File: src/rtl/pf_pkg.sv
package pf_pkg;
  typedef enum logic [1:0] {
    CMD_MR  = 2'd0,
    CMD_MRL = 2'd1,
    CMD_MRM = 2'd2,
    CMD_MRX = 2'd3
  } rd_cmd_e;

  typedef enum logic {
    SQ_IDLE = 1'b0,
    SQ_RUN  = 1'b1
  } seq_st_e;
endpackage

File: src/rtl/pf_len_calc.sv
module pf_len_calc #(
  parameter int LEN_W  = 13,
  parameter int LINE_W = 4
) (
  input  logic [1:0]        cmd_i,
  input  logic [LEN_W-1:0]  addr_lo_i,
  input  logic [1:0]        mr_pol_i,
  input  logic              mrlm_pol_i,
  input  logic [LEN_W-1:0]  max_bytes_i,
  input  logic              pcix_i,
  input  logic [LEN_W-1:0]  split_lim_i,
  input  logic [7:0]        cls_dw_i,
  input  logic [LINE_W-1:0] lines_i,
  output logic [LEN_W-1:0]  total_o,
  output logic [LEN_W-1:0]  line_bytes_o
);
  import pf_pkg::*;

  logic [LEN_W-1:0] lb, offs, span, cap, dw_len;

  always_comb begin
    lb     = LEN_W'(cls_dw_i) << 2;
    offs   = addr_lo_i & (lb - LEN_W'(1));
    span   = LEN_W'(lines_i) * lb - offs;
    cap    = (pcix_i && (split_lim_i < max_bytes_i)) ? split_lim_i : max_bytes_i;
    dw_len = LEN_W'(3'd4 - {1'b0, addr_lo_i[1:0]});
    case (rd_cmd_e'(cmd_i))
      CMD_MR: begin
        case (mr_pol_i)
          2'd0:    total_o = dw_len;
          2'd1:    total_o = span;
          default: total_o = cap;
        endcase
      end
      default: total_o = mrlm_pol_i ? cap : span;
    endcase
    line_bytes_o = lb;
  end
endmodule

File: src/rtl/pf_adapt.sv
module pf_adapt #(
  parameter int LEN_W     = 13,
  parameter int LINE_W    = 4,
  parameter int MAX_LINES = 8,
  parameter int RUN_LEN   = 4
) (
  input  logic              clk,
  input  logic              rst_n,
  input  logic              ev_i,
  input  logic [LEN_W-1:0]  sent_i,
  input  logic [LEN_W-1:0]  used_i,
  input  logic [LEN_W-1:0]  line_bytes_i,
  output logic [LINE_W-1:0] lines_o
);
  localparam int CNT_W = $clog2(RUN_LEN + 1);

  logic [LINE_W-1:0] lines_q, lines_n;
  logic [CNT_W-1:0]  cnt_q, cnt_n, streak;
  logic              dir_q, dir_n;
  logic              under, over, same;

  always_comb begin
    under   = used_i >= sent_i;
    over    = !under && ((sent_i - used_i) >= line_bytes_i);
    same    = (cnt_q != '0) && (dir_q == under);
    streak  = same ? cnt_q + CNT_W'(1) : CNT_W'(1);
    lines_n = lines_q;
    cnt_n   = cnt_q;
    dir_n   = dir_q;
    if (ev_i) begin
      if (under || over) begin
        dir_n = under;
        if (streak == CNT_W'(RUN_LEN)) begin
          cnt_n = '0;
          if (under && lines_q < LINE_W'(MAX_LINES))
            lines_n = lines_q + LINE_W'(1);
          else if (over && lines_q > LINE_W'(1))
            lines_n = lines_q - LINE_W'(1);
        end else begin
          cnt_n = streak;
        end
      end else begin
        cnt_n = '0;
      end
    end
  end

  always_ff @(posedge clk or negedge rst_n) begin
    if (!rst_n) begin
      lines_q <= LINE_W'(1);
      cnt_q   <= '0;
      dir_q   <= 1'b0;
    end else if (ev_i) begin
      lines_q <= lines_n;
      cnt_q   <= cnt_n;
      dir_q   <= dir_n;
    end
  end

  assign lines_o = lines_q;

  // line count stays inside its clamp range
  assert_lines_range_R10: assert property (@(posedge clk) disable iff (!rst_n)
    (lines_q >= LINE_W'(1)) && (lines_q <= LINE_W'(MAX_LINES)));
  // line count only moves on a scored burst
  assert_lines_event_R10: assert property (@(posedge clk) disable iff (!rst_n)
    (lines_q != $past(lines_q)) |-> $past(ev_i));
endmodule

File: src/rtl/pf_seq.sv
module pf_seq #(
  parameter int ADDR_W     = 32,
  parameter int LEN_W      = 13,
  parameter int SECT_BYTES = 128,
  parameter int BUF_SECT   = 4
) (
  input  logic              clk,
  input  logic              rst_n,
  input  logic              start_i,
  input  logic [ADDR_W-1:0] addr_i,
  input  logic [LEN_W-1:0]  total_i,
  input  logic              pcix_i,
  input  logic              disc_i,
  input  logic              sect_free_i,
  input  logic              req_ready_i,
  output logic              req_valid_o,
  output logic [ADDR_W-1:0] req_addr_o,
  output logic [LEN_W-1:0]  req_len_o,
  output logic              done_o,
  output logic [LEN_W-1:0]  sent_o
);
  import pf_pkg::*;

  localparam int OFF_W = $clog2(SECT_BYTES);
  localparam int CR_W  = $clog2(BUF_SECT + 1);

  seq_st_e           st_q, st_n;
  logic [ADDR_W-1:0] addr_q, addr_n;
  logic [LEN_W-1:0]  rem_q, rem_n, sent_q, sent_n, room, chunk;
  logic [CR_W-1:0]   cred_q, cred_n, cred_dec;
  logic              pcix_q, pcix_n, done_q, done_n;
  logic              fire, last, abandon;

  always_comb begin
    room        = LEN_W'(SECT_BYTES) - LEN_W'(addr_q[OFF_W-1:0]);
    chunk       = (rem_q < room) ? rem_q : room;
    req_valid_o = (st_q == SQ_RUN) && (rem_q != '0) && (cred_q != '0);
    fire        = req_valid_o && req_ready_i;
    last        = fire && (chunk == rem_q);
    abandon     = (st_q == SQ_RUN) && disc_i && !pcix_q;
    cred_dec    = cred_q - CR_W'(fire);

    st_n   = st_q;
    addr_n = addr_q;
    rem_n  = rem_q;
    sent_n = sent_q;
    pcix_n = pcix_q;
    done_n = 1'b0;
    cred_n = (sect_free_i && cred_dec < CR_W'(BUF_SECT)) ? cred_dec + CR_W'(1) : cred_dec;

    if (st_q == SQ_IDLE) begin
      cred_n = cred_q;
      if (start_i) begin
        addr_n = addr_i;
        rem_n  = total_i;
        sent_n = '0;
        pcix_n = pcix_i;
        cred_n = CR_W'(BUF_SECT);
        if (total_i == '0) done_n = 1'b1;
        else               st_n   = SQ_RUN;
      end
    end else if (abandon) begin
      st_n   = SQ_IDLE;
      done_n = 1'b1;
    end else if (fire) begin
      addr_n = addr_q + ADDR_W'(chunk);
      rem_n  = rem_q - chunk;
      sent_n = sent_q + chunk;
      if (last) begin
        st_n   = SQ_IDLE;
        done_n = 1'b1;
      end
    end
  end

  always_ff @(posedge clk or negedge rst_n) begin
    if (!rst_n) begin
      st_q   <= SQ_IDLE;
      addr_q <= '0;
      rem_q  <= '0;
      sent_q <= '0;
      cred_q <= '0;
      pcix_q <= 1'b0;
      done_q <= 1'b0;
    end else begin
      st_q   <= st_n;
      addr_q <= addr_n;
      rem_q  <= rem_n;
      sent_q <= sent_n;
      cred_q <= cred_n;
      pcix_q <= pcix_n;
      done_q <= done_n;
    end
  end

  assign req_addr_o = addr_q;
  assign req_len_o  = chunk;
  assign done_o     = done_q;
  assign sent_o     = sent_q;

  // request fits one sector
  assert_in_sector_R5: assert property (@(posedge clk) disable iff (!rst_n)
    req_valid_o |-> (req_len_o != '0) &&
      ((LEN_W'(req_addr_o[OFF_W-1:0]) + req_len_o) <= LEN_W'(SECT_BYTES)));
  // stalled request holds
  assert_req_hold_R5: assert property (@(posedge clk) disable iff (!rst_n)
    (req_valid_o && !req_ready_i && !disc_i) |=>
      (req_valid_o && $stable(req_addr_o) && $stable(req_len_o)));
  // outstanding sectors bounded by the buffer
  assert_credit_R6: assert property (@(posedge clk) disable iff (!rst_n)
    cred_q <= CR_W'(BUF_SECT));
  // no request alongside done
  assert_done_idle_R9: assert property (@(posedge clk) disable iff (!rst_n)
    done_o |-> !req_valid_o);
  // conventional disconnect ends the fetch next cycle
  assert_abandon_R8: assert property (@(posedge clk) disable iff (!rst_n)
    abandon |=> (done_o && !req_valid_o));
endmodule

File: src/rtl/rd_prefetch_ctrl.sv
module rd_prefetch_ctrl #(
  parameter int ADDR_W     = 32,
  parameter int LEN_W      = 13,
  parameter int SECT_BYTES = 128,
  parameter int BUF_SECT   = 4,
  parameter int MAX_LINES  = 8,
  parameter int RUN_LEN    = 4
) (
  input  logic              clk,
  input  logic              rst_n,
  input  logic              start_i,
  input  logic [1:0]        cmd_i,
  input  logic [ADDR_W-1:0] addr_i,
  input  logic [1:0]        mr_pol_i,
  input  logic              mrlm_pol_i,
  input  logic [LEN_W-1:0]  max_bytes_i,
  input  logic              pcix_mode_i,
  input  logic [LEN_W-1:0]  split_lim_i,
  input  logic [7:0]        cls_dw_i,
  input  logic [1:0]        adapt_i,
  input  logic              disc_i,
  input  logic [LEN_W-1:0]  rd_used_i,
  input  logic              sect_free_i,
  input  logic              req_ready_i,
  output logic              req_valid_o,
  output logic [ADDR_W-1:0] req_addr_o,
  output logic [LEN_W-1:0]  req_len_o,
  output logic              done_o
);
  localparam int LINE_W = $clog2(MAX_LINES + 1);

  logic              adapt_on;
  logic [LINE_W-1:0] lines_learned, lines_eff;
  logic [LEN_W-1:0]  total, line_bytes, sent;

  assign adapt_on  = (adapt_i != 2'b00) && !pcix_mode_i;
  assign lines_eff = adapt_on ? lines_learned : LINE_W'(1);

  pf_len_calc #(.LEN_W(LEN_W), .LINE_W(LINE_W)) u_len (
    .cmd_i        (cmd_i),
    .addr_lo_i    (addr_i[LEN_W-1:0]),
    .mr_pol_i     (mr_pol_i),
    .mrlm_pol_i   (mrlm_pol_i),
    .max_bytes_i  (max_bytes_i),
    .pcix_i       (pcix_mode_i),
    .split_lim_i  (split_lim_i),
    .cls_dw_i     (cls_dw_i),
    .lines_i      (lines_eff),
    .total_o      (total),
    .line_bytes_o (line_bytes)
  );

  pf_adapt #(.LEN_W(LEN_W), .LINE_W(LINE_W), .MAX_LINES(MAX_LINES), .RUN_LEN(RUN_LEN)) u_adapt (
    .clk          (clk),
    .rst_n        (rst_n),
    .ev_i         (disc_i && adapt_on),
    .sent_i       (sent),
    .used_i       (rd_used_i),
    .line_bytes_i (line_bytes),
    .lines_o      (lines_learned)
  );

  pf_seq #(.ADDR_W(ADDR_W), .LEN_W(LEN_W), .SECT_BYTES(SECT_BYTES), .BUF_SECT(BUF_SECT)) u_seq (
    .clk         (clk),
    .rst_n       (rst_n),
    .start_i     (start_i),
    .addr_i      (addr_i),
    .total_i     (total),
    .pcix_i      (pcix_mode_i),
    .disc_i      (disc_i),
    .sect_free_i (sect_free_i),
    .req_ready_i (req_ready_i),
    .req_valid_o (req_valid_o),
    .req_addr_o  (req_addr_o),
    .req_len_o   (req_len_o),
    .done_o      (done_o),
    .sent_o      (sent)
  );
endmodule

File: config.mk
export PLATFORM = sky130hd
export DESIGN_NAME = rd_prefetch_ctrl
export DESIGN_NICKNAME = d
export VERILOG_FILES = /design/src/rtl/pf_pkg.sv /design/src/rtl/pf_len_calc.sv /design/src/rtl/pf_adapt.sv /design/src/rtl/pf_seq.sv /design/src/rtl/rd_prefetch_ctrl.sv
export SDC_FILE = /design/constraint.sdc
export NUM_CORES = 1
export LEC_CHECK = 0
export ABC_AREA = 1
export BUFFER_PORTS_ARGS = -buffer_cell sky130_fd_sc_hd__clkbuf_2
export CAP_MARGIN = 10
export CORE_UTILIZATION = 30
export DETAILED_ROUTE_END_ITERATION = 12
export HOLD_SLACK_MARGIN = 0.12
export PLACE_DENSITY = 0.57
export SYNTH_ARGS = -nofsm -noshare
export SYNTH_HDL_FRONTEND = slang
export SYNTH_SLANG_ARGS = --single-unit
File: constraint.sdc
create_clock -name clk -period 6.9 [get_ports clk]
set_input_delay 1.035 -clock clk [delete_from_list [all_inputs] [get_ports clk]]
set_output_delay 1.035 -clock clk [all_outputs]
set_load 0.03 [all_outputs]
# --- Word-level counts from Yosys, hierarchy flattened ---
# Index checks and enable logic that the tools add are counted.
totals:
  ff_bits: 72
  latch_bits: 0
  ramBits: 0
  romBits: 0
  input_bits: 93
  word_cells: 108
  memories: 0
classes:
  addsub: 13
  n_mul: 1
  div: 0
  n_lt_le_gt_ge: 7
  eq_ne: 6
  shift: 0
  mux: 38
  n_bitwise: 2
  reduce_logical: 31
op_table:
  columns: ["cell", "count"]
  rows:
  - ["$mux W13", 12]
  - ["$mux W32", 4]
  - ["$sub A13 B13 Y13", 3]
  - ["$add A32 B13 Y32", 1]
  - ["$lt A13 B13 Y1", 2]
  - ["$pmux W13 S2", 1]
  - ["$mux W3", 6]
  - ["$logic_and A1 B1 Y1", 14]
  - ["$add A13 B13 Y13", 1]
  - ["$and A13 B13 Y13", 1]
  - ["$eq A13 B13 Y1", 1]
  - ["$ge A13 B10 Y1", 1]
  - ["$ge A13 B13 Y1", 1]
  - ["$logic_not A13 Y1", 1]
  - ["$reduce_bool A13 Y1", 1]
  - ["$mux W1", 12]
  - ["$mux W4", 3]
  - ["$mul A4 B8 Y11", 1]
  - ["$sub A10 B1 Y11 const B", 1]
  - ["$sub A8 B7 Y9 const A", 1]
  - ["$add A3 B1 Y3 const B", 2]
  - ["$reduce_bool A2 Y1", 3]
  - ["$reduce_bool A3 Y1", 2]
  - ["$add A4 B1 Y4 const B", 1]
  - ["other kinds (17)", 22]

# --- Longest topological paths before layout ---
# Gate-level depths: netlist (run 1).
depth:
  depth_word: 11
  depth_mapped: 31

# --- Hierarchy ---
# A second synthesis (run 1) with hierarchy kept.
unflattened:
  hier_cells: 1707
  hier_area_um2: 10398.7
modules_own_cells:
  columns: ["module", "instances", "cells_each", "area_each_um2", "seq_area_each_um2"]
  rows:
  - ["pf_seq", 1, 949, 5979.5, 1601.5]
  - ["pf_len_calc", 1, 499, 2742.6, 0.0]
  - ["pf_adapt", 1, 247, 1624.1, 201.4]
  - ["rd_prefetch_ctrl", 1, 12, 52.6, 0.0]

# --- Worst setup path after synthesis (run 1) ---
# OpenSTA, ideal clock, no wires.
synth_timing:
  path_kind: "input to register"
  start: "input port pcix_mode_i"
  end: "register u_seq.st_q"
  setup_ps: 117
  t_arrival_ps: 5121
  t_required_ps: 6783
  path_slack_ps: 1663
  cell_stages: 26
  n_path_buf: 0
  path_cell_list: "inv_1 -> o21ai_1 -> nor2_1 -> nand2_1 -> fa_1 -> inv_1 -> fa_1 -> inv_1 -> fa_1 -> o21ai_0 -> a21oi_1 -> o21ai_0 -> xor2_1 -> ha_1 -> inv_1 -> o21ai_0 -> a31oi_1 -> nand3_1 -> nand3_1 -> nand2_1 -> nor2_1 -> nand2_1 -> nor2_1 -> nand2_1 -> nand2_1 -> nand2_1"
synth_via:
  elab_chain_len: 11
  word_cells_on_any_way: 14
  cone_classes: "1 x add/sub; 1 x mul; 8 x mux; 4 x reduce/logical"
synth_lines:
  columns: ["element", "line_no", "text"]
  rows:
  - ["from (decl)", "rd_prefetch_ctrl.sv:17", "input logic pcix_mode_i,"]
  - ["$logic_not A1 Y1", "rd_prefetch_ctrl.sv:36", "assign adapt_on = (adapt_i != 2'b00) && !pcix_mode_i;"]
  - ["$logic_and A1 B1 Y1", "rd_prefetch_ctrl.sv:36", null]
  - ["$mux W4", "rd_prefetch_ctrl.sv:37", "assign lines_eff = adapt_on ? lines_learned : LINE_W'(1);"]
  - ["$mul A4 B8 Y11", "pf_len_calc.sv:24", "span = LEN_W'(lines_i) * lb - offs;"]
  - ["$sub A13 B13 Y13", "pf_len_calc.sv:24", null]
  - ["$pmux W13 S2 / $mux W13 (equally long branches)", "pf_len_calc.sv:29, pf_len_calc.sv:35", null]
  - ["$mux W13 (*)", "pf_len_calc.sv:27", "case (rd_cmd_e'(cmd_i))"]
  - ["$logic_not A13 Y1 (*)", "pf_seq.sv:59", "if (total_i == '0) done_n = 1'b1;"]
  - ["$mux W1 (*)", "pf_seq.sv:59", null]
  - ["$mux W1 (*)", "pf_seq.sv:53", "if (start_i) begin"]
  - ["$mux W1 (*)", "pf_seq.sv:51", "if (st_q == SQ_IDLE) begin"]
  - ["named net u_seq.st_n", "pf_seq.sv:27", "seq_st_e st_q, st_n;"]
  - ["to (signal assigned)", "pf_seq.sv:86", "st_q <= st_n;"]
  - ["to (decl)", "pf_seq.sv:27", null]
# Mark *: on every way through the listed nets, which the timed path passes. The rest lies on a longest branch.
# A chain may end at the register's enable or synchronous reset.

# --- Worst setup path in the final report (run 1) ---
# Same ends and word-level chain as after synthesis.

==> results.yml, run 1 <==
setup_path:
  path_class: "primary input to register"
  critPathMaxFanout: 5
  arrival_ns: 6.00
  crit_path_start: "pcix_mode_i"
  crit_path_end_kind: "register"
  cp.required_ns: 7.16
  timing.rr.start: "u_seq.req_addr_o[1]$_DFFE_PN0P_"
  cp-start-kind: "primary input"
sta:
  layout_min_cycle_time_ns: 5.746
  setup_violations: 0
  tightest_slew_ns: 1.003
  hold_viol_final: 0
  clock_skew_ns: 0.01356
  rsz0062_at_grt: "no"
  finalMaxSlewViolations: 0
  fmax_ghz: 0.1740
  period_share_pct: 83.27
  fin_setup_tns_ns: 0
  max_slew_margin_pct: 32.40
synthesis:
  syn_area_um2: 9361
  synthArstFlopShare_pct: 100.0
  synth_top_area_cell: "dfrtp_1"
  synthTopCellsByArea: "dfrtp_1 19%, ha_1 14%, nand2_1 14%, inv_1 8.8%, nand3_1 5.7%"
  synth_cell_type_count: 56
  syn_inst: 1447
  yosysWarnings: 0
  ys.flop_type: "dfrtp_1"
  ys_ff_latch: 72
  synth-edff-count: 0
  seq_area_frac_synth_pct: 19.26
  netlist.area_leader.share_pct: 18.98
  syn_avg_cell_area_um2: 6.470
finish:
  num-nets-final: 1792
  num-fill-cells: 3369
  diodes: 0
  layout-drive-gt1-share_pct: 12.97
  multi_input_area_um2: 6578
  seq_area_um2: 1804
  final_cell_area_um2: 10740
  synthToLayoutAreaGrowth_pct: 14.71
clock_tree:
  cts_resized: 0
  insertion_delay_ns: 0.37
  cts_tree: "built"
  cts_num_sinks: 72
  htree_levels: 3
  ctsHoldBuffers: 0
  cts_buffer_depth: 2
  cts_root_buffer: "clkbuf_16"
  clk_pin_slew_worst_paths_ns: 0.07
  cts_setup_buffers: 0
  cts_buffers: 9
floorplanning:
  ios: 140
  die_x_um: 178.7
  rows: 64
  core_area_um2: 30670
  die-area_um2: 31920
  die_y_um: 178.7
  start_util_pct: 30.52
global_routing:
  grt_pass1_vias: 9138
  grt_pass1_wl_um: 46530
  antenna_found_initial: 0
  overflow: 0
  grt.total_usage_pct: 18.66
  grt_max_degree: 67
place:
  place_area_um2: 10430
  place.gp.congestion: 0.9248
  dpl.hpwl_um: 23220
  port_buffers: 134
run:
  maxCapViolations: 0
detailed_routing:
  ant_nets: 0
  drt_iter0_drc: 546
  route.vias.total: 9715
  drt_wl_total_um: 28700
  wl_per_cell_um: 14.52
  routed_via_density: 4.914
  firstDrtPassIters: 5
  drcViolationCount: 0
outcome:
  status: "finished, final reports clean"
pwr:
  power_density_nw_per_um2: 516.5
  leakagePower_nw: 5.726
  vdd_ir_drop_max_mv: 0.1845
hold_path:
  min_path_type: "primary input to async pin"
-- path summary, 6_finish.rpt --
kind	slack, ns	endpoint	cells past startpoint
setup reg to reg	1.81	u_seq.req_addr_o[16]$_DFFE_PN0P_	22
hold / removal	0.47	u_adapt.lines_o[1]$_DFFE_PN0P_	1
hold reg to reg	0.51	u_adapt.dir_q$_DFFE_PN0P_	2
max in group asynchronous	5.24	u_seq.st_q$_DFF_PN0_	2
min in group clk	0.51	u_adapt.dir_q$_DFFE_PN0P_	2
setup / recovery	1.15	u_seq.st_q$_DFF_PN0_	27
-- placed cells by master (no fill, tap or decap), types with 13 or more instances in the layout --
cell type | netlist | final
xnor2_1 | 17 | 17
nor2_1 | 119 | 119
or2_2 | 13 | 13
o211ai_1 | 23 | 23
nor3_1 | 27 | 27
conb_1 | 1 | 14
fa_1 | 15 | 15
ha_1 | 108 | 108
dfrtp_1 | 71 | 70
a21oi_1 | 94 | 94
o21ai_0 | 97 | 97
xor2_1 | 30 | 30
o21ai_1 | 22 | 22
clkbuf_2 | 0 | 133
nand2_1 | 352 | 352
nand3_1 | 106 | 106
inv_1 | 219 | 219
nand4_1 | 17 | 17
-- synth_stat cells, types with 16 or more instances --
master and instances:
ha_1 108, inv_1 219, xor2_1 30, clkbuf_1 16, nand2_1 352, o21ai_1 22, xnor2_1 17, nor3_1 27
nor2_1 119, o211ai_1 23, nand3_1 106, dfrtp_1 71, o21ai_0 97, nand4_1 17, a21oi_1 94
-- area by class of cell --
| type | count | share of cell area (%) |
|---|---|---|
| clock buffer | 10 | 2.225 |
| clock inverter | 6 | 0.6175 |
| inverter | 225 | 7.876 |
| multi-input combinational | 1129 | 61.25 |
| sequential | 72 | 16.80 |
| tap | 396 | 4.614 |
| timing repair buffer | 139 | 6.618 |
-- registers in the layout, indices dropped and copies added (netlist names) --
name and cells:
u_adapt.lines_o 4, u_seq.cred_q 3, u_seq.sent_o 13, u_seq.pcix_q 1, u_seq.req_addr_o 32, u_adapt.cnt_q 3, u_seq.rem_q 13, u_seq.st_q 1
u_seq.done_o 1, u_adapt.dir_q 1
-- worst max-delay path: stages --
cell	delay, ns
clkbuf_2	0.08
inv_1	0.23
o21ai_1	0.21
nor2_1	0.28
nand2_1	0.13
fa_1	0.55
inv_1	0.06
fa_1	0.58
inv_1	0.07
fa_1	0.45
o21ai_0	0.38
a21oi_1	0.13
o21ai_0	0.21
xor2_1	0.19
ha_1	0.29
inv_1	0.13
o21ai_0	0.09
a31oi_1	0.20
nand3_1	0.10
nand3_1	0.08
nand2_1	0.07
nor2_1	0.10
nand2_1	0.06
nor2_1	0.12
nand2_1	0.07
nand2_1	0.05
nand2_1	0.05
-- layer usage --
layer  GRT usage (%)  routed length (um)  part of all wire [%]  up-vias
li1                -                   -                     -     5016
met1           24.85               13700                    48     4441
met2           30.28               12890                    45      224
met3           3.435                1471                   5.1       34
met4           5.968                 648                   2.3        0
met5               0                   0                     0        -
-- through the flow --
step                std cells  hold WS [ns]  utilization, %  power (W)  worst slack, ns
CTS                      1977        0.4659           35.02   0.005553            1.196
global route             1977        0.4643           35.02   0.006184           0.7336
detailed placement       1961        0.4924           34.02   0.005012           0.8023
global placement         1961        0.4856           34.02   0.004976           0.9661
finish                   1977        0.4724           35.02   0.005547            1.154
floorplan                1460        0.4651               -   0.004027            1.663
-- power breakdown --
group	internal, W	switching [W]
Clock	0.000292	0.000219
Sequential	0.000643	0.000281
Combinational	0.00145	0.00266
-- kinds of logic after synthesis --
family	share of synthesized area [%]
flops	19.26
buf+inv	11.00
compound gates	16.36
fa+ha+maj	17.64
simple gates	31.30
xor+xnor	4.397
other cells	0.04006
No activity file was read; power rests on OpenSTA's default activity.
==> inputs of run 2 (changes only) <==
- ABC_AREA: 1 -> 0
- PLACE_DENSITY: 0.57 -> 0.58
- clock period: 6.9 -> 5.39 ns (I/O delays scaled with it)
==> run 2 against run 1 <==
Largest cell class unchanged; critical endpoint unchanged; total power rose by 14%; global-route usage fell by 0.54 points; critical path type unchanged; via count down 13%; largest power group unchanged; first-iteration DRC count shrank 14%; sequential power up 16%; count of clock-buffer cells in the layout shrank 1.
==> results.yml, run 2 <==
place:
  dpl.hpwl_um: 21600
  place.gp.congestion: 0.8530
  port_buffers: 134
  place_area_um2: 10080
  place_inst: 1646
global_routing:
  antenna_found_initial: 0
  grt_use_met2_pct: 29.47
  grt_max_degree: 74
  grt_use_met1_pct: 24.51
  grt_pass1_vias: 7809
  grt.busiest_layer: "met2"
  grt.total_usage_pct: 18.11
  grt_pass1_wl_um: 41210
  gr-usage-met3_pct: 2.426
  overflow: 0
setup_path:
  critPathTopFamily: "compound AO/OA/AOI/OAI gates"
  path_class: "primary input to register"
  critPathMaxFanout: 5
  cp-start-kind: "primary input"
  crit_path_end_kind: "register"
  cp_slowest_stage_delay_ns: 0.55
  arrival_ns: 5.50
  critPathSlowestCell: "fa_1"
  cp.required_ns: 5.58
  path_buf_inv: 2
  crit_chain: "buf_8 > o21ba_4 > and2_4 > nand2_4 > fa_1 > inv_2 > fa_1 > ha_1 > a21o_1 > a21oi_2 > o21bai_1 > a21oi_2 > xnor2_1 > ha_1 > and4_1 > and3_1 > a221o_1 > a311oi_2 > xnor3_1 > o22ai_2 > nor2_1 > nor4b_4 > o22ai_1"
finish:
  largest_reg_flops: 32
  multi_input_area_um2: 6421
  final_cell_count_no_fill: 1665
  num-fill-cells: 3003
  diodes: 0
  synthToLayoutAreaGrowth_pct: 20.84
  seq_area_um2: 1804
  final_cell_mix: "132 x clkbuf_2, 109 x inv_1, 109 x nand2_1"
  layout-drive-gt1-share_pct: 19.50
  final_cell_area_um2: 10490
  final_common_cell: "clkbuf_2"
  num-nets-final: 1498
synthesis:
  syn_inst: 1111
  synth_common_cells: "111 x nand2_1, 110 x inv_1, 108 x ha_1, 91 x a21oi_1, 82 x nor2_1"
  yosysMostFrequentCell: "nand2_1"
  yosysWarnings: 0
  synthArstFlopShare_pct: 100.0
  syn_avg_cell_area_um2: 7.814
  synth_top_area_cell: "dfrtp_1"
  ys.flop_type: "dfrtp_1"
  seq_area_frac_synth_pct: 20.77
  ys_ff_latch: 72
  netlist.area_leader.share_pct: 20.47
  synthTopCellsByArea: "dfrtp_1 20%, ha_1 16%, a21oi_1 5.2%, nand2_1 4.8%, inv_1 4.8%"
  synth-edff-count: 0
  syn_area_um2: 8681
  synth_cell_type_count: 77
floorplanning:
  die_x_um: 172.1
  core_area_um2: 28090
  rows: 61
  start_util_pct: 30.91
  ios: 140
  die-area_um2: 29620
  die_y_um: 172.1
sta:
  period_share_pct: 98.48
  rsz0062_at_grt: "yes"
  whs_ns: 0.4038
  max_slew_margin_pct: 30.90
  hold_viol_final: 0
  fmax_ghz: 0.1884
  setup_violations: 0
  fin_setup_tns_ns: 0
  clock_skew_ns: 0.01287
  layout_min_cycle_time_ns: 5.308
  finalMaxSlewViolations: 0
  tightest_slew_ns: 1.036
clock_tree:
  insertion_delay_ns: 0.36
  cts_buffers: 9
  cts_buffer_depth: 2
  clk_pin_slew_worst_paths_ns: 0.07
  cts_root_buffer: "clkbuf_16"
  htree_levels: 3
  cts_tree: "built"
  ctsHoldBuffers: 0
  cts_num_sinks: 72
pwr:
  pwr-share-clk_pct: 9.7
  internal_power_w: 0.003027
  power_density_nw_per_um2: 602.1
  leakagePower_nw: 5.161
  fin_total_pwr_w: 0.006316
  seq_power_share_pct: 17.0
  power.switching_w: 0.003289
  vdd_ir_drop_max_mv: 0.2709
  p_comb_share_pct: 73.3
  switching_share_pct: 52.07
detailed_routing:
  route.vias.total: 8417
  ant_nets: 0
  drt_iter0_drc: 468
  drt_wl_total_um: 26780
  routed_via_density: 5.055
  drcViolationCount: 0
  wl_per_cell_um: 16.08
  firstDrtPassIters: 5
outcome:
  status: "finished, final reports clean"
run:
  maxCapViolations: 0
hold_path:
  min_path_type: "primary input to async pin"
==> run 2: changes by cell type after synthesis, sizes merged, moves of 17 or more <==
cell / before / now
xnor2: 17 / 45
o21ai: 119 / 71
nor2: 126 / 82
a211oi: 1 / 18
and3: 0 / 25
nand2: 360 / 111
nor2b: 0 / 21
a21o: 2 / 20
inv: 223 / 110
o211ai: 23 / 5
nand3: 108 / 42
==> run 2: cell type report <==
cell class | count | area share, %
Clock buffer | 9 | 2.147
Inverter | 110 | 3.936
Clock inverter | 7 | 0.6560
Timing Repair Buffer | 187 | 10.34
Multi-Input combinational cell | 902 | 61.21
Sequential cell | 72 | 17.20
Tap cell | 378 | 4.509
==> run 2: per-stage QoR <==
| stage | setup slack (ns) | utilization, % |
|---|---|---|
| after floorplan | -0.01956 | - |
| after global routing | -0.1578 | 37.35 |
| final | 0.08213 | 37.35 |
| after global placement | -0.3368 | 35.89 |
| after detailed placement | -0.3697 | 35.89 |
| after CTS | 0.005012 | 36.95 |
==> run 2: routing by layer <==
layer	vias up	routed length (um)
li1	4264	-
met1	3956	12720
met2	161	12390
met3	36	969
met4	0	697
met5	-	0
==> run 2: kinds of logic (layout without fill, tap and decap cells) <==
| kind of cell | Yosys count | count (layout) | synth area share, % |
|---|---|---|---|
| buffers and inverters | 150 | 313 | 6.933 |
| multiplexers | 23 | 23 | 2.753 |
| AO/OA/AOI/OAI | 299 | 299 | 21.84 |
| AND/OR/NAND/NOR | 370 | 370 | 21.12 |
| adder cells (fa/ha/maj) | 123 | 123 | 19.03 |
| other | 1 | 14 | 0.04320 |
| flip-flops | 72 | 72 | 20.77 |
| XOR/XNOR | 73 | 73 | 7.524 |
==> run 2: power by group through the flow <==
stage | clock network [W] | logic, W | registers, W
after floorplan | 0 | 0.00320 | 0.00124
after global placement | 0 | 0.00450 | 0.00107
after detailed placement | 0 | 0.00456 | 0.00108
after CTS | 0.000629 | 0.00459 | 0.00107
after global routing | 0.000649 | 0.00516 | 0.00111
final | 0.000613 | 0.00463 | 0.00107
==> run 2: path summary, 6_finish.rpt <==
check / startpoint / to / slack (ns) / cells after the start
hold reg to reg: u_seq.sent_o[12]$_DFFE_PN0P_ / u_seq.sent_o[12]$_DFFE_PN0P_ / 0.49 / 1
setup reg to reg: u_seq.req_addr_o[4]$_DFFE_PN0P_ / u_seq.req_addr_o[26]$_DFFE_PN0P_ / 0.26 / 23
hold / removal: rst_n / u_adapt.cnt_q[2]$_DFFE_PN0P_ / 0.40 / 1
setup / recovery: pcix_mode_i / u_seq.st_q$_DFF_PN0_ / 0.08 / 23
max in group asynchronous: rst_n / u_seq.st_q$_DFF_PN0_ / 4.00 / 2
min in group clk: u_seq.sent_o[12]$_DFFE_PN0P_ / u_seq.sent_o[12]$_DFFE_PN0P_ / 0.49 / 1
==> run 2: worst register-to-register path: cells and delay by family, from the launching register on <==
kind	cells	cell delay, ns
fa+ha+maj	3	0.93
simple gates	7	1.20
mux	1	0.20
flops	1	0.38
compound gates	9	1.76
xor+xnor	1	0.23
buf+inv	2	0.26
==> run 2: repair_timing <==
action / in CTS / in global routing
pin swaps: 0 / 20
endpoints found under the setup margin: 3 / 28
gates resized for setup: 1 / 23
buffers inserted: 0 / 3
==> inputs of run 3 (changes only) <==
--- a/config.mk
+++ b/config.mk
@@ -10,2 +10,5 @@
 export CAP_MARGIN = 10
+export CELL_PAD_IN_SITES_DETAIL_PLACEMENT = 1
+export CELL_PAD_IN_SITES_GLOBAL_PLACEMENT = 2
+export CORE_ASPECT_RATIO = 0.75
 export CORE_UTILIZATION = 30
@@ -13,3 +16,3 @@
 export HOLD_SLACK_MARGIN = 0.12
-export PLACE_DENSITY = 0.58
+export PLACE_DENSITY = 0.84
 export SYNTH_ARGS = -nofsm -noshare
==> constraint.sdc (replaced) <==
create_clock -name clk -period 5.39 [get_ports clk]
set_input_delay 0.539 -clock clk [delete_from_list [all_inputs] [get_ports clk]]
set_output_delay 0.539 -clock clk [all_outputs]
set_load 0.03 [all_outputs]
==> run 3 against run 2 <==
Worst setup slack gained 0.16 ns; critical endpoint unchanged; sequential cell count is the same; hold slack lost 0.21 ns; highest routed layer unchanged; first-iteration DRC count shrank 4.3%; clock skew is essentially flat; fmax grew 3.1%; count of clock-buffer cells in the layout grew 4; global-route usage grew 2.5 points; core utilization shrank 0.78 points; total power grew 2.1%.
==> results.yml, run 3 (same netlist as run 2, synthesis figures left out) <==
setup_path:
  cp.required_ns: 5.59
  crit_path_end_kind: "register"
  arrival_ns: 5.35
  critPathMaxFanout: 7
  path_class: "primary input to register"
  cp-start-kind: "primary input"
floorplanning:
  die_y_um: 149.3
  start_util_pct: 30.73
  die-area_um2: 29630
  core_area_um2: 28250
  die_x_um: 198.4
  ios: 140
  rows: 53
finish:
  synthToLayoutAreaGrowth_pct: 19.00
  final_common_cell: "clkbuf_2"
  diodes: 0
  layout-drive-gt1-share_pct: 17.85
  final_cell_mix: "133 x clkbuf_2, 111 x nand2_1, 110 x inv_1"
  num-nets-final: 1488
  num-fill-cells: 3556
  largest_reg_flops: 32
  final_cell_area_um2: 10330
clock_tree:
  cts_root_buffer: "clkbuf_16"
  cts_tree: "built"
  htree_levels: 3
  cts_buffer_depth: 2
  ctsHoldBuffers: 0
  cts_setup_buffers: 0
  insertion_delay_ns: 0.35
  cts_resized: 0
  cts_num_sinks: 72
  clk_pin_slew_worst_paths_ns: 0.06
  cts_buffers: 9
place:
  dp_slack_ns: -0.2087
  port_buffers: 134
  place.gp.congestion: 0.8929
  dpl.hpwl_um: 24180
  place_area_um2: 10020
detailed_routing:
  drt_iter0_drc: 448
  drcViolationCount: 0
  firstDrtPassIters: 4
  drt_wl_total_um: 29850
  ant_nets: 0
  routed_via_density: 5.204
  route.vias.total: 8649
  wl_per_cell_um: 17.96
sta:
  finalMaxSlewViolations: 0
  layout_min_cycle_time_ns: 5.149
  setup_violations: 0
  max_slew_margin_pct: 19.88
  period_share_pct: 95.54
  setup_ws_ns: 0.2407
  fmax_ghz: 0.1942
  clock_skew_ns: 0.01303
  tightest_slew_ns: 1.202
  hold_viol_final: 0
pwr:
  vdd_ir_drop_max_mv: 0.4510
  power_density_nw_per_um2: 624.2
  pwr-share-clk_pct: 8.9
  seq_power_share_pct: 16.6
  p_comb_share_pct: 74.5
  power.switching_w: 0.003424
  switching_share_pct: 53.11
  leakagePower_nw: 5.085
  internal_power_w: 0.003023
global_routing:
  grt_max_degree: 74
  grt.total_usage_pct: 20.66
  grt_pass1_wl_um: 47710
  grt_pass1_vias: 8705
  antenna_found_initial: 0
  overflow: 0
hold_path:
  min_path_type: "primary input to async pin"
run:
  maxCapViolations: 0
outcome:
  status: "finished, final reports clean"
-- run 3: final timing paths --
path,start,end,slack (ns),depth (start not counted)
worst min register to register,u_seq.pcix_q$_DFFE_PN0P_,u_seq.pcix_q$_DFFE_PN0P_,0.48,2
worst max-delay path,pcix_mode_i,u_seq.st_q$_DFF_PN0_,0.24,23
min in group clk,sect_free_i,u_seq.cred_q[2]$_DFFE_PN0P_,0.46,3
max in group asynchronous,rst_n,u_seq.st_q$_DFF_PN0_,4.25,2
worst min-delay path,rst_n,u_seq.cred_q[1]$_DFFE_PN0P_,0.19,1
worst max register to register,u_adapt.lines_o[2]$_DFFE_PN0P_,u_seq.st_q$_DFF_PN0_,0.32,21
-- run 3: metal layers --
layer  up-vias  wire length [um]  global-route usage (%)
li1       4249                 -                       -
met1      4216             15260                   30.51
met4         0               390                   4.423
met5         -                 0                       0
met3        22               980                   2.419
met2       162             13220                   31.96
-- run 3: critical path: stages --
cell	delay [ns]
clkbuf_2	0.14
o21ba_4	0.18
buf_4	0.15
and3_1	0.20
fa_1	0.54
inv_1	0.06
fa_1	0.53
inv_1	0.04
ha_1	0.32
a21oi_2	0.19
o21bai_1	0.10
a21oi_2	0.18
xnor2_1	0.15
ha_1	0.27
and4_1	0.18
and3_1	0.20
a221o_1	0.33
nor2_1	0.14
xnor2_1	0.11
a2bb2oi_1	0.24
nand4_2	0.15
nor4b_4	0.30
o22ai_1	0.10
-- run 3: area by class of cell --
type                       instances  area (um^2)  area share, %
multi-input combinational        902         6367          61.64
sequential                        72         1804          17.47
timing repair buffer             177        996.0          9.641
tap                              385        481.7          4.663
inverter                         110        412.9          3.997
clock buffer                      13        250.2          2.422
clock inverter                     3        17.52         0.1696
-- run 3: power by group through the flow --
stage	Combinational [W]	Clock [W]	Sequential, W
finish	0.00481	0.000574	0.00107
global placement	0.00462	0	0.00107
detailed placement	0.00473	0	0.00107
CTS	0.00478	0.000587	0.00107
floorplan	0.00320	0	0.00124
global route	0.00534	0.000600	0.00110
-- run 3: metrics by stage --
step / utilization (%) / TNS, ns / hold WS [ns] / std cells / total power (W)
floorplan: - / 0 / 0.2434 / 1124 / 0.004433
global placement: 35.48 / -0.2545 / 0.4594 / 1646 / 0.005685
detailed placement: 35.48 / -0.5913 / 0.4694 / 1646 / 0.005807
CTS: 36.42 / 0 / 0.2127 / 1662 / 0.006433
global route: 36.57 / -0.02616 / 0.2426 / 1662 / 0.007041
finish: 36.57 / 0 / 0.1897 / 1662 / 0.006447
